**src/rtl/fpToIntPkg.sv**
```systemverilog
package fpToIntPkg;

  typedef enum logic [1:0] {
    CLS_NORM = 2'd0,
    CLS_ZERO = 2'd1,
    CLS_NAN  = 2'd2,
    CLS_INF  = 2'd3
  } opClass_e;

  typedef enum logic [1:0] {
    RM_NEAR = 2'd0,
    RM_ZERO = 2'd1,
    RM_PINF = 2'd2,
    RM_MINF = 2'd3
  } roundMode_e;

  typedef enum logic [1:0] {
    PATH_ZERO  = 2'd0,
    PATH_SAT   = 2'd1,
    PATH_FRAC  = 2'd2,
    PATH_SHIFT = 2'd3
  } pathSel_e;

  // strobes from control to datapath
  typedef struct packed {
    logic     load;      // capture a new result
    pathSel_e path;      // which arm forms the result
    logic     fracHalf;  // exponent is exactly -1
  } ctrlStrobe_t;

endpackage

```
**src/rtl/fpToIntCtrl.sv**
```systemverilog
module fpToIntCtrl
  import fpToIntPkg::*;
#(
  parameter int EXP_W = 12,
  parameter int INT_W = 32
) (
  input  logic             clk,
  input  logic             rstN,
  input  logic             inValid,
  output logic             inReady,
  input  logic [1:0]       inClass,
  input  logic [EXP_W-1:0] inExp,
  output logic             outValid,
  input  logic             outReady,
  output ctrlStrobe_t      strobe
);

  localparam logic signed [EXP_W-1:0] SAT_EXP  = EXP_W'(INT_W - 1);
  localparam logic signed [EXP_W-1:0] HALF_EXP = '1;  // -1

  logic signed [EXP_W-1:0] expS;
  logic                    acceptNow;
  pathSel_e                pathNext;

  assign expS      = $signed(inExp);
  assign inReady   = !outValid || outReady;
  assign acceptNow = inValid && inReady;

  always_comb begin
    unique case (opClass_e'(inClass))
      CLS_ZERO:         pathNext = PATH_ZERO;
      CLS_NAN, CLS_INF: pathNext = PATH_SAT;
      default: begin
        if (expS >= SAT_EXP)      pathNext = PATH_SAT;
        else if (expS[EXP_W-1])   pathNext = PATH_FRAC;
        else                      pathNext = PATH_SHIFT;
      end
    endcase
  end

  assign strobe.load     = acceptNow;
  assign strobe.path     = pathNext;
  assign strobe.fracHalf = (expS == HALF_EXP);

  always_ff @(posedge clk or negedge rstN) begin
    if (!rstN) begin
      outValid <= 1'b0;
    end else if (acceptNow) begin
      outValid <= 1'b1;
    end else if (outReady) begin
      outValid <= 1'b0;
    end
  end

endmodule

```
**src/rtl/fpToIntDatapath.sv**
```systemverilog
module fpToIntDatapath
  import fpToIntPkg::*;
#(
  parameter int MANT_W = 56,
  parameter int INT_W  = 32
) (
  input  logic                      clk,
  input  logic                      rstN,
  input  ctrlStrobe_t               strobe,
  input  logic                      inSign,
  input  logic [$clog2(MANT_W)-1:0] expLow,
  input  logic [MANT_W-1:0]         inMant,
  input  logic [1:0]                inMode,
  output logic [INT_W-1:0]          outResult
);

  localparam int SH_W = $clog2(MANT_W);
  localparam logic [SH_W-1:0]  TOP_BIT = SH_W'(MANT_W - 1);
  localparam logic [INT_W-1:0] POS_MAX = {1'b0, {(INT_W-1){1'b1}}};
  localparam logic [INT_W-1:0] NEG_MIN = {1'b1, {(INT_W-1){1'b0}}};
  localparam logic [INT_W-1:0] ONE_VAL = INT_W'(1);
  localparam logic [INT_W-1:0] M1_VAL  = '1;

  logic [SH_W-1:0]   shAmt;
  logic [MANT_W-1:0] dataStage [0:SH_W];
  logic [MANT_W-1:0] keepStage [0:SH_W];
  logic [MANT_W-1:0] discMask;
  logic [MANT_W-1:0] halfMask;
  logic [INT_W-1:0]  intPart;
  logic [INT_W-1:0]  magRounded;
  logic [INT_W-1:0]  satVal;
  logic [INT_W-1:0]  shiftVal;
  logic [INT_W-1:0]  fracVal;
  logic [INT_W-1:0]  nextVal;
  logic              discNz;
  logic              halfSet;
  logic              incr;
  logic              unusedHi;

  // shift amount is the distance from the leading one to the binary point
  assign shAmt = TOP_BIT - expLow;

  assign dataStage[0] = inMant;
  assign keepStage[0] = '1;

  // one barrel stage per shift-amount bit; the mask walks with the data
  for (genvar i = 0; i < SH_W; i++) begin : gShift
    assign dataStage[i+1] = shAmt[i] ? (dataStage[i] >> (1 << i)) : dataStage[i];
    assign keepStage[i+1] = shAmt[i] ? (keepStage[i] << (1 << i)) : keepStage[i];
  end

  assign discMask = ~keepStage[SH_W];
  assign halfMask = discMask & ~(discMask >> 1);
  assign intPart  = dataStage[SH_W][INT_W-1:0];
  assign unusedHi = ^dataStage[SH_W][MANT_W-1:INT_W];

  assign discNz  = |(inMant & discMask);
  assign halfSet = |(inMant & halfMask);

  always_comb begin
    unique case (roundMode_e'(inMode))
      RM_NEAR: incr = halfSet;
      RM_ZERO: incr = 1'b0;
      RM_PINF: incr = discNz && !inSign;
      default: incr = discNz && inSign;
    endcase
  end

  assign magRounded = intPart + INT_W'(incr);
  assign satVal     = inSign ? NEG_MIN : POS_MAX;

  always_comb begin
    if (magRounded[INT_W-1]) shiftVal = satVal;
    else if (inSign)         shiftVal = -magRounded;
    else                     shiftVal = magRounded;
  end

  // magnitude below one: only the mode, sign and exponent -1 matter
  always_comb begin
    unique case (roundMode_e'(inMode))
      RM_NEAR: fracVal = strobe.fracHalf ? (inSign ? M1_VAL : ONE_VAL) : '0;
      RM_ZERO: fracVal = '0;
      RM_PINF: fracVal = inSign ? '0 : ONE_VAL;
      default: fracVal = inSign ? M1_VAL : '0;
    endcase
  end

  always_comb begin
    unique case (strobe.path)
      PATH_ZERO: nextVal = '0;
      PATH_SAT:  nextVal = satVal;
      PATH_FRAC: nextVal = fracVal;
      default:   nextVal = shiftVal;
    endcase
  end

  always_ff @(posedge clk or negedge rstN) begin
    if (!rstN) begin
      outResult <= '0;
    end else if (strobe.load) begin
      outResult <= nextVal;
    end
  end

endmodule

```
**src/rtl/fpToIntTop.sv**
```systemverilog
module fpToIntTop
  import fpToIntPkg::*;
#(
  parameter int MANT_W = 56,
  parameter int EXP_W  = 12,
  parameter int INT_W  = 32
) (
  input  logic              clk,
  input  logic              rstN,
  input  logic              inValid,
  output logic              inReady,
  input  logic [1:0]        inClass,
  input  logic              inSign,
  input  logic [EXP_W-1:0]  inExp,
  input  logic [MANT_W-1:0] inMant,
  input  logic [1:0]        inMode,
  output logic              outValid,
  input  logic              outReady,
  output logic [INT_W-1:0]  outResult
);

  localparam int SH_W = $clog2(MANT_W);

  ctrlStrobe_t strobe;

  fpToIntCtrl #(
    .EXP_W(EXP_W),
    .INT_W(INT_W)
  ) uCtrl (
    .clk      (clk),
    .rstN     (rstN),
    .inValid  (inValid),
    .inReady  (inReady),
    .inClass  (inClass),
    .inExp    (inExp),
    .outValid (outValid),
    .outReady (outReady),
    .strobe   (strobe)
  );

  fpToIntDatapath #(
    .MANT_W(MANT_W),
    .INT_W (INT_W)
  ) uData (
    .clk       (clk),
    .rstN      (rstN),
    .strobe    (strobe),
    .inSign    (inSign),
    .expLow    (inExp[SH_W-1:0]),
    .inMant    (inMant),
    .inMode    (inMode),
    .outResult (outResult)
  );

endmodule

```
**config.mk**
```make
export PLATFORM = sky130hd
export DESIGN_NAME = fpToIntTop
export DESIGN_NICKNAME = d
export VERILOG_FILES = /design/src/rtl/fpToIntPkg.sv /design/src/rtl/fpToIntCtrl.sv /design/src/rtl/fpToIntDatapath.sv /design/src/rtl/fpToIntTop.sv
export SDC_FILE = /design/constraint.sdc
export NUM_CORES = 1
export LEC_CHECK = 0
export ABC_CLOCK_PERIOD_IN_PS = 2050
export BUFFER_PORTS_ARGS = -buffer_cell sky130_fd_sc_hd__buf_4
export CORE_UTILIZATION = 62
export DETAILED_ROUTE_END_ITERATION = 16
export GPL_ROUTABILITY_DRIVEN = 0
export PLACE_DENSITY = 0.86
export SLEW_MARGIN = 10
export SYNTH_ARGS = -nofsm -noshare
export SYNTH_HDL_FRONTEND = slang
export SYNTH_HIERARCHICAL = 1
export SYNTH_SLANG_ARGS = --single-unit
```
**constraint.sdc**
```tcl
create_clock -name clk -period 2.05 [get_ports clk]
set_clock_uncertainty 0.2 [all_clocks]
set_input_delay 0.205 -clock clk [delete_from_list [all_inputs] [get_ports clk]]
set_output_delay 0.205 -clock clk [all_outputs]
set_load 0.02 [all_outputs]
```
==> results.toml, run 1 <==
[die]
die_h_um = 127
row_count = 45
initial_utilization = 0.635
die_w_um = 127
design.portCount = 111

[clocking]
cts_setup_buffers = 61
cts.hold.buffers_added = 2
cts_num_sinks = 33
ctsRootBufferMaster = "clkbuf_16"
cts_buffers = 5
cts_resized = 178
ctsHtreeMaxLevel = 2
clock_path_buffers = 2

[place]
placedCellCount = 1951
portBuffers = 110
dp.final_hpwl_mm = 47.0

[logic_synthesis]
ys.flop_type = "dfrtp_1"
syn_area_per_cell_um2 = 7.60
syn-cell-area_mm2 = 0.00965
ys_seq_area_frac = 0.0855
yosysUniqueCellTypes = 96
syn_nets = 1355
netlist_instances = 1270
ys_async_sr_fraction = 1.00
ys_ff_latch = 33
ys_warn_count = 6
synth_edf_count = 0

[outcome]
status = "stopped before the end"
tool.error = "[ERROR DPL-0038] Utilization greater than 100%, impossible to legalize"
stop_stage = "clock tree synthesis (4_1_cts)"
-- cells in the mapped netlist, drive strengths merged (22+ instances only) --
master  count  area share
nand3      51       0.026
buf        44       0.032
nor2      121       0.047
mux2i      86       0.089
o21ai      72       0.037
dfrtp      33       0.086
clkbuf     66       0.026
a31oi      25       0.016
o22ai      24       0.016
nor3       44       0.023
mux4       50        0.12
nor4       23       0.020
mux2       47       0.055
a21oi      62       0.032
nand4      22       0.014
nand2     112       0.044
-- stage by stage --
| step | setup WS (ps) | setup TNS, ps | cell area (um2) |
|---|---|---|---|
| 2_1_floorplan | -4260 | -120410 | 9880 |
| 3_3_place_gp | -4230 | -117410 | 14100 |
| 3_5_place_dp | -4810 | -134140 | 14100 |
-- cell families after synthesis --
family | count (synthesis) | share of synthesized area
AO/OA/AOI/OAI | 379 | 0.277
multiplexers | 183 | 0.261
flip-flops | 33 | 0.0855
XOR/XNOR | 34 | 0.0308
AND/OR/NAND/NOR | 498 | 0.266
buffers and inverters | 132 | 0.0665
adder cells (fa/ha/maj) | 11 | 0.0135
==> run 2, diff against run 1 <==
- CORE_UTILIZATION: 62 -> 40
- PLACE_DENSITY: 0.86 -> not set
- PLACE_DENSITY_LB_ADDON: not set -> 0.15
==> results.toml, run 2 <==
[logic_synthesis]
netlist_instances = 1270
ys.flop_type = "dfrtp_1"
ys_warn_count = 6
yosysMostFrequentCell = "nor2_1"
synth_top_cells_by_count = "121 x nor2_1, 112 x nand2_1, 86 x mux2i_1"
ys_async_sr_fraction = 1.00
yosys-top-cells-area = "mux4_2 12%, mux2i_1 8.9%, dfrtp_1 8.6%, mux2_2 4.8%, nor2_1 4.7%"
synth_edf_count = 0
ys_ff_latch = 33
syn_nets = 1355
syn-cell-area_mm2 = 0.00965
yosys.area.top_type = "mux4_2"
ys_seq_area_frac = 0.0855
yosysUniqueCellTypes = 96
yosys.area.top_type_share = 0.117
syn_area_per_cell_um2 = 7.60

[cells_and_area]
fillCellCount = 1885
multi_input_area_mm2 = 0.00897
layout_common_cells = "651 x buf_4, 115 x nor2_1, 107 x nand2_1"
final_nets = 1959
antenna_cells = 0
fin_util = 0.686
largest_register_ffs = 32
drive_gt1_frac = 0.506
fin_area_mm2 = 0.0161
top_register = "uData/outResult"
final_common_cell = "buf_4"
regArea_um2 = 826
areaGrowthSynthToFinish_pct = 67.3
largestRegisters = "uData/outResult (32), uCtrl/outValid (1)"

[grt]
busiest_layer = "met2"
overflow = 0
grt_pass1_wl_mm = 79.5
grt_usage = 0.421
grt_pass1_vias = 13900
use_met3 = 0.112
grt_max_degree = 45
antenna_found_initial = 0
met1_usage = 0.551
met2_usage = 0.628

[worst_setup_path]
slowest_delay_ps = 590
crit_type = "input pin to flip-flop"
crit_fanout = 6
rrSetupSlack_ps = 90
crit_arrival_ps = 5960
cp-start-kind = "input pin"
path_buf_inv = 5
cp_data_required_time_ps = 2010
crit_family = "simple AND/OR/NAND/NOR gates"
end_kind = "flip-flop"
slowest_stage = "or4bb_4"

[die]
row_count = 56
design.core.area_mm2 = 0.0235
initial_utilization = 0.410
design.portCount = 111
die_h_um = 157
die_area_mm2 = 0.0248
die_w_um = 157

[pwr]
p_sw_mw = 3.40
total_power_mw = 7.56
power.density_mw_per_mm2 = 468
clockPowerShare = 0.118
p_leak_nw = 7.08
internal_power_mw = 4.16
combPwrFrac = 0.774
peakVddDrop_uv = 378
sequentialPowerShare = 0.108
netSwitchingFraction = 0.450

[sta]
final_hold_viol_count = 0
fin_crit_ps = 5990
tightest_slew_ps = 821
rsz0062_at_grt = "true"
fmax_ghz = 0.167
whs_ps = 40.3
min_period_over_period = 2.92
finalSetupViolCount = 32
final_max_slew_viol_count = 0
fin_ws_ps = -3940
max_slew_margin = 0.452
fin_setup_tns_ps = -108510

[clocking]
ctsHtreeMaxLevel = 2
ctsRootBufferMaster = "clkbuf_16"
tritoncts = "done"
cts_num_sinks = 33
cts_buffers = 5
clock_latency_ps = 280
clock_path_buffers = 2
clk_pin_slew_ps = 50

[routing]
wire_per_inst_um = 24.6
drt.antenna.violating_nets = 0
drt-initial-drc-count = 2498
firstDrtPassIters = 7
drcViolationCount = 0
routed_wl_mm = 54.0
num_vias = 14700
vias_per_cell = 6.71

[outcome]
status = "finished, violations left"
violations = "negative setup slack"

[job]
max-cap-violations = 0

[worst_hold_path]
hp-class = "input pin to flip-flop"

[place]
dp.final_hpwl_mm = 40.9
portBuffers = 110
dpl_cell_area_mm2 = 0.0147
==> run 2: power groups by stage <==
| stage | clock network (mW) | logic [mW] | registers, mW |
|---|---|---|---|
| after floorplan | 0 | 2.36 | 0.958 |
| after global placement | 0 | 5.00 | 0.826 |
| after detailed placement | 0 | 5.06 | 0.830 |
| after CTS | 0.894 | 5.40 | 0.819 |
| after global routing | 0.926 | 6.10 | 0.833 |
| final | 0.891 | 5.85 | 0.819 |
==> run 2: area by class of cell <==
| cell class | instances | area share |
|---|---|---|
| multi-input combinational | 1105 | 0.555 |
| timing repair buffer | 707 | 0.353 |
| sequential | 33 | 0.0511 |
| tap | 319 | 0.0247 |
| clock buffer | 7 | 0.00883 |
| inverter | 22 | 0.00527 |
| clock inverter | 1 | 0.00186 |
==> run 2: path summary, 6_finish.rpt <==
kind                                                 startpoint  cells after the start                               to
worst max-delay path                                   inExp[3]                     27  uData/outResult[22]$_DFFE_PN0P_
worst min-delay path                                   outReady                      3       uCtrl/outValid$_DFFE_PN0P_
worst max register to register       uCtrl/outValid$_DFFE_PN0P_                      6  uData/outResult[26]$_DFFE_PN0P_
worst min register to register  uData/outResult[11]$_DFFE_PN0P_                      1  uData/outResult[11]$_DFFE_PN0P_
max in group asynchronous                                  rstN                      2   uData/outResult[2]$_DFFE_PN0P_
min in group asynchronous                                  rstN                      2       uCtrl/outValid$_DFFE_PN0P_
==> run 2: repair_timing <==
action | 4_1_cts | 5_1_grt
pin swaps | 64 | 56
endpoints found under the hold margin | 34 | 0
buffers inserted | 31 | 22
cloned | 3 | 2
gates resized for setup | 125 | 81
hold buffers | 2 | 0
endpoints found under the setup margin | 32 | 32
==> run 2: stage by stage <==
stage | std cells | worst slack (ps)
floorplan | 1270 | -4260
global placement | 2134 | -4320
detailed placement | 2134 | -4390
CTS | 2173 | -3670
global route | 2194 | -4010
finish | 2194 | -3940
==> run 2: worst min-delay path, cell delays in order <==
cell and delay (ps):
buf_4 70, nand2b_1 130, nand2b_1 70
==> run 2: logic make-up (layout without fill, tap and decap cells) <==
logic type | count (synthesis) | after routing | synth area share
AO/OA/AOI/OAI | 379 | 379 | 0.277
XOR/XNOR | 34 | 34 | 0.0308
adder cells (fa/ha/maj) | 11 | 11 | 0.0135
buffers and inverters | 132 | 737 | 0.0665
flip-flops | 33 | 33 | 0.0855
multiplexers | 183 | 183 | 0.261
AND/OR/NAND/NOR | 498 | 498 | 0.266
==> run 2: metal layers <==
layer / part of all wire / wire [um]
met1: 0.38 / 20300
met2: 0.41 / 22400
met3: 0.14 / 7520
met4: 0.071 / 3830
met5: 0 / 0
(Power assumes the default switching activity.)
